`src/rtl/gpio_pkg.sv`:
```
package gpio_pkg;

    localparam int GPIO_W = 8;
    localparam int ADDR_W = 6;

    localparam logic [ADDR_W-1:0] A_PIN   = 6'h10;
    localparam logic [ADDR_W-1:0] A_DIR   = 6'h11;
    localparam logic [ADDR_W-1:0] A_LATCH = 6'h12;

    localparam int RD_BIT = 7;
    localparam int WR_BIT = 6;
    localparam int OC_BIT = 5;

    typedef struct packed {
        logic oe;
        logic val;
        logic pu;
    } pad_ctl_t;

    // override request for one pin: enable, level, and whether it forces drive
    typedef struct packed {
        logic en;
        logic val;
        logic drive;
    } alt_fn_t;

    typedef enum logic [1:0] {
        SEL_NONE,
        SEL_LATCH,
        SEL_DIR,
        SEL_PIN
    } rd_sel_t;

    function automatic rd_sel_t decode_addr(logic [ADDR_W-1:0] a);
        case (a)
            A_LATCH: return SEL_LATCH;
            A_DIR:   return SEL_DIR;
            A_PIN:   return SEL_PIN;
            default: return SEL_NONE;
        endcase
    endfunction

    function automatic pad_ctl_t resolve_pin(logic dir, logic lat, alt_fn_t alt);
        pad_ctl_t c;
        c.oe  = dir | (alt.en & alt.drive);
        c.val = alt.en ? alt.val : lat;
        c.pu  = ~c.oe & lat & ~alt.en;
        return c;
    endfunction

endpackage

```
`src/rtl/gpio_sync.sv`:
```
module gpio_sync
    import gpio_pkg::*;
#(
    parameter int W = GPIO_W
) (
    input  logic         clk,
    input  logic         rst,
    input  logic [W-1:0] d,
    output logic [W-1:0] q
);
    logic [W-1:0] stage1;

    always_ff @(posedge clk) begin
        if (rst) begin
            stage1 <= '0;
            q      <= '0;
        end else begin
            stage1 <= d;
            q      <= stage1;
        end
    end
endmodule

```
`src/rtl/gpio_regs.sv`:
```
module gpio_regs
    import gpio_pkg::*;
#(
    parameter int W  = GPIO_W,
    parameter int AW = ADDR_W
) (
    input  logic          clk,
    input  logic          rst,
    input  logic [AW-1:0] addr,
    input  logic          we,
    input  logic [W-1:0]  wdata,
    input  logic          re,
    input  logic [W-1:0]  pin_lvl,
    output logic [W-1:0]  latch_q,
    output logic [W-1:0]  dir_q,
    output logic [W-1:0]  rdata
);
    rd_sel_t      sel;
    logic [W-1:0] rd_mux;

    assign sel = decode_addr(addr);

    always_comb begin
        case (sel)
            SEL_LATCH: rd_mux = latch_q;
            SEL_DIR:   rd_mux = dir_q;
            SEL_PIN:   rd_mux = pin_lvl;
            default:   rd_mux = '0;
        endcase
    end

    always_ff @(posedge clk) begin
        if (rst) begin
            latch_q <= '0;
            dir_q   <= '0;
            rdata   <= '0;
        end else begin
            if (we && sel == SEL_LATCH) latch_q <= wdata;
            if (we && sel == SEL_DIR)   dir_q   <= wdata;
            rdata <= re ? rd_mux : '0;
        end
    end
endmodule

```
`src/rtl/gpio_pin_ctl.sv`:
```
module gpio_pin_ctl
    import gpio_pkg::*;
#(
    parameter int W = GPIO_W
) (
    input  logic                rst,
    input  logic [W-1:0]        dir,
    input  logic [W-1:0]        lat,
    input  alt_fn_t [W-1:0]     alt,
    output logic [W-1:0]        oe,
    output logic [W-1:0]        val,
    output logic [W-1:0]        pu
);
    for (genvar i = 0; i < W; i++) begin : g_pin
        pad_ctl_t c;
        assign c     = resolve_pin(dir[i], lat[i], alt[i]);
        assign oe[i]  = ~rst & c.oe;
        assign val[i] = ~rst & c.val;
        assign pu[i]  = ~rst & c.pu;
    end
endmodule

```
`src/rtl/gpio_port8.sv`:
```
module gpio_port8
    import gpio_pkg::*;
#(
    parameter int W  = GPIO_W,
    parameter int AW = ADDR_W
) (
    input  logic          clk,
    input  logic          rst,
    input  logic [AW-1:0] bus_addr,
    input  logic          bus_we,
    input  logic [W-1:0]  bus_wdata,
    input  logic          bus_re,
    output logic [W-1:0]  bus_rdata,
    input  logic [W-1:0]  pad_in,
    output logic [W-1:0]  pad_oe,
    output logic [W-1:0]  pad_out,
    output logic [W-1:0]  pad_pu,
    input  logic          xmem_en,
    input  logic          xmem_rd_n,
    input  logic          xmem_wr_n,
    input  logic          tmr_oc_en,
    input  logic          tmr_oc_val
);
    logic [W-1:0]    pin_lvl;
    logic [W-1:0]    latch_q;
    logic [W-1:0]    dir_q;
    alt_fn_t [W-1:0] alt;

    gpio_sync #(.W(W)) u_sync (
        .clk (clk),
        .rst (rst),
        .d   (pad_in),
        .q   (pin_lvl)
    );

    gpio_regs #(.W(W), .AW(AW)) u_regs (
        .clk     (clk),
        .rst     (rst),
        .addr    (bus_addr),
        .we      (bus_we),
        .wdata   (bus_wdata),
        .re      (bus_re),
        .pin_lvl (pin_lvl),
        .latch_q (latch_q),
        .dir_q   (dir_q),
        .rdata   (bus_rdata)
    );

    always_comb begin
        alt = '0;
        alt[RD_BIT] = '{en: xmem_en, val: xmem_rd_n, drive: 1'b1};
        alt[WR_BIT] = '{en: xmem_en, val: xmem_wr_n, drive: 1'b1};
        alt[OC_BIT] = '{en: tmr_oc_en & dir_q[OC_BIT], val: tmr_oc_val, drive: 1'b0};
    end

    gpio_pin_ctl #(.W(W)) u_pins (
        .rst (rst),
        .dir (dir_q),
        .lat (latch_q),
        .alt (alt),
        .oe  (pad_oe),
        .val (pad_out),
        .pu  (pad_pu)
    );
endmodule

```
`config.mk`:
```
export PLATFORM = sky130hd
export DESIGN_NAME = gpio_port8
export DESIGN_NICKNAME = d
export VERILOG_FILES = /design/src/rtl/gpio_pkg.sv /design/src/rtl/gpio_sync.sv /design/src/rtl/gpio_regs.sv /design/src/rtl/gpio_pin_ctl.sv /design/src/rtl/gpio_port8.sv
export SDC_FILE = /design/constraint.sdc
export NUM_CORES = 1
export LEC_CHECK = 0
export CORE_AREA = 2 2 65 67
export CTS_CLUSTER_SIZE = 40
export DETAILED_ROUTE_END_ITERATION = 16
export DIE_AREA = 0 0 67 69
export PLACE_DENSITY = 0.77
export SETUP_SLACK_MARGIN = 0.3
export SLEW_MARGIN = 20
export SYNTH_ARGS = -nofsm -noshare
export SYNTH_HDL_FRONTEND = slang
export SYNTH_SLANG_ARGS = --single-unit
```
`constraint.sdc`:
```
create_clock -name clk -period 1.15 [get_ports clk]
set_input_delay 0.1725 -clock clk [delete_from_list [all_inputs] [get_ports clk]]
set_output_delay 0.1725 -clock clk [all_outputs]
set_load 0.02 [all_outputs]
```
==> impl_metrics.env <==
export IMPL_r2r_end="u_regs.rdata[5]"
export IMPL_fmax_mhz=834
export IMPL_portBuffers=62
export IMPL_ys_types=19
export IMPL_yosys_most_used_dff="dfxtp_1"
export IMPL_clkSinkCount=40
export IMPL_grt_busiest_layer="met2"
export IMPL_use_met3_pct=4.73
export IMPL_max_stage_delay_ns=0.37
export IMPL_total_power_uw=2690
export IMPL_coreArea_mm2=0.00391
export IMPL_slew_viol_final=0
export IMPL_cp_slowest_cell="dfxtp_4"
export IMPL_grt_start_max_net_pins=27
export IMPL_grt_pass1_wl_um=6760
export IMPL_outcome="finished, violations left"
export IMPL_drv_cap=0
export IMPL_finalNetCount=306
export IMPL_clock_latency_ns=0.29
export IMPL_pre_cts_ws_ns=-0.633
export IMPL_reg2reg_slack_ns=0.07
export IMPL_die_area_mm2=0.00462
export IMPL_fin_crit_sh_pct=104
export IMPL_dp_cells=304
export IMPL_worst_pin_slew_ns=0.299
export IMPL_power_density_mw_per_mm2=887
export IMPL_syn_area_mm2=0.00164
export IMPL_overflow=0
export IMPL_ys_ff_latch=40
export IMPL_synth_edf_count=0
export IMPL_slew_headroom_pct=80.1
export IMPL_worstPathArrival_ns=1.03
export IMPL_hold_class="input pin to flip-flop"
export IMPL_via_per_inst=4.57
export IMPL_critPathLaunchType="flip-flop"
export IMPL_drt_wl_total_um=4170
export IMPL_clk_transition_reported_paths_ns=0.07
export IMPL_postSynth_asyncResetShare_pct=0
export IMPL_numCtsBuffers=5
export IMPL_use_met2_pct=29.8
export IMPL_ys_warn_count=0
export IMPL_path_max_fanout=3
export IMPL_finalHoldViolCount=0
export IMPL_path_class="flip-flop to output pin"
export IMPL_avgSynthCellArea_um2=9.76
export IMPL_grt_util_met1_pct=24.6
export IMPL_antenna_found_initial=0
export IMPL_instances_no_fill=326
export IMPL_synth_fp_nets=199
export IMPL_cts_tree="built"
export IMPL_critical_path_top_delay_family="flip-flops"
export IMPL_seq_area_frac_synth_pct=48.9
export IMPL_drc=0
export IMPL_die_h_um=69
export IMPL_rsz0062_at_grt="true"
export IMPL_violations="negative setup slack"
export IMPL_hpwl_um=2850
export IMPL_fin_crit_ns=1.20
export IMPL_place_gp_congestion=0.724
export IMPL_root_buffer="clkbuf_8"
export IMPL_reg2reg_depth=5
export IMPL_die_w_um=67
export IMPL_crit_path_end_kind="output pin"
export IMPL_grt_pass1_vias=1438
export IMPL_postSynthCellCount=168
export IMPL_hold_path_endpoint="u_sync.q[0]"
export IMPL_io_pins=63
export IMPL_htreeDepth=2
export IMPL_peakVddDrop_uv=940
export IMPL_fin_ws_ns=-0.0492
export IMPL_firstDrtPassIters=3
export IMPL_drtAntennaViolNets=0
export IMPL_grt_use_total_pct=19.1
export IMPL_vias=1490
export IMPL_fin_skew_ns=0.00522
export IMPL_layout_drive_gt1_share_pct=56.2
export IMPL_syn_to_final_growth_pct=85.0
export IMPL_setup_viol=3
export IMPL_min_path_cells=2
export IMPL_p_leak_uw=0.00135
export IMPL_placementRows=23
export IMPL_hold_path_startpoint="rst"
export IMPL_clock_path_buffers=2
export IMPL_cp_num_buf_inv=1
export IMPL_antenna_cells=0
export IMPL_drtIter0Drc=54
export IMPL_wl_per_cell_um=12.8
export IMPL_r2r_start="u_regs.latch_q[5]"
export IMPL_cp_cell_sequence="nor4b_4 -> buf_4"
export IMPL_worst_endpoint_required_ns=0.98
export IMPL_start_util_pct=41.9
sequential cells by signal, summed over array words and instances (netlist names):
name / flops
u_regs.dir_q: 8
u_regs.latch_q: 8
u_regs.rdata: 8
u_sync.q: 8
u_sync.stage1: 8
cell usage in the layout (no fill, tap or decap), drive strengths merged, types with 8 or more instances in the layout:
cell type,count
a2bb2oi,8
buf,85
clkbuf,9
clkdlybuf4s50,19
dfxtp,40
inv,11
mux2i,26
nand2b,24
nor2,20
nor2b,17
kinds of logic (layout without fill, tap and decap cells):
kind of cell / count (synthesis) / in the layout / share of synthesized area [%]
and+or+nand+nor: 71 / 71 / 24.7
DFF: 40 / 40 / 48.9
AOI/OAI and AO/OA: 9 / 9 / 4.58
muxes: 26 / 26 / 15.9
buffers and inverters: 22 / 130 / 5.95
final cells by class:
| class | count | area, um^2 |
|---|---|---|
| Tap cell | 50 | 62.6 |
| Clock inverter | 1 | 7.51 |
| Sequential cell | 40 | 843 |
| Timing Repair Buffer | 111 | 1040 |
| Inverter | 11 | 41.3 |
| Multi-Input combinational cell | 106 | 952 |
| Fill cell | 283 | 881 |
| Clock buffer | 7 | 86.3 |
worst max path at each step:
| stage | to | slack (ns) | cells after the start | start |
|---|---|---|---|---|
| after floorplan | u_regs.latch_q[0] | 0.11 | 4 | bus_addr[3] |
| after global placement | pad_out[7] | -0.60 | 5 | xmem_en |
| after detailed placement | pad_out[6] | -0.63 | 5 | xmem_en |
| after CTS | pad_oe[5] | -0.04 | 4 | u_regs.dir_q[5] |
| after global routing | pad_pu[7] | -0.11 | 2 | u_regs.dir_q[7] |
| final | pad_pu[6] | -0.05 | 2 | u_regs.dir_q[6] |
power breakdown:
part	switching (uW)	leakage, uW	total [uW]	internal, uW
registers	8.66	0.000340	1410	1400
logic	126	0.000967	329	203
clock network	465	0.0000445	952	487
total	599	0.00135	2690	2090
layer usage:
metal | part of all wire [%] | wire length (um) | vias up
met3 | 5.5 | 228 | 8
met1 | 45 | 1890 | 675
li1 | - | - | 765
met2 | 47 | 1980 | 42
met4 | 1.7 | 70 | 0
met5 | 0 | 0 | -
synthesized netlist by cell type, types with 2 or more instances:
cell / instances / area share [%]
clkbuf_1: 6 / 1.4
nand2b_1: 24 / 9.2
nand2_1: 3 / 0.69
mux2i_1: 26 / 16
dfxtp_1: 40 / 49
nor4b_1: 2 / 1.1
buf_2: 3 / 0.92
a2bb2oi_1: 8 / 4.3
nor2b_1: 17 / 6.5
nor2_1: 20 / 4.6
inv_1: 11 / 2.5
metrics by stage:
| step | hold WS, ns | utilization, % | cell area (um^2) | setup TNS (ns) |
|---|---|---|---|---|
| after floorplan | 0.301 | - | 1740 | 0 |
| after global placement | 0.420 | 66.3 | 2590 | -20.30 |
| after detailed placement | 0.423 | 66.3 | 2590 | -20.99 |
| after CTS | 0.270 | 72.5 | 2840 | -0.168 |
| after global routing | 0.317 | 77.5 | 3030 | -0.479 |
| final | 0.283 | 77.5 | 3030 | -0.0871 |
timing repair:
| action | in CTS | in global routing |
|---|---|---|
| resized for setup | 244 | 45 |
| pin swaps | 12 | 10 |
| setup buffers | 9 | 5 |
| hold buffers | 0 | 0 |
| setup endpoints to repair | 56 | 56 |
Note: power is estimated with default switching activity, not from simulation.
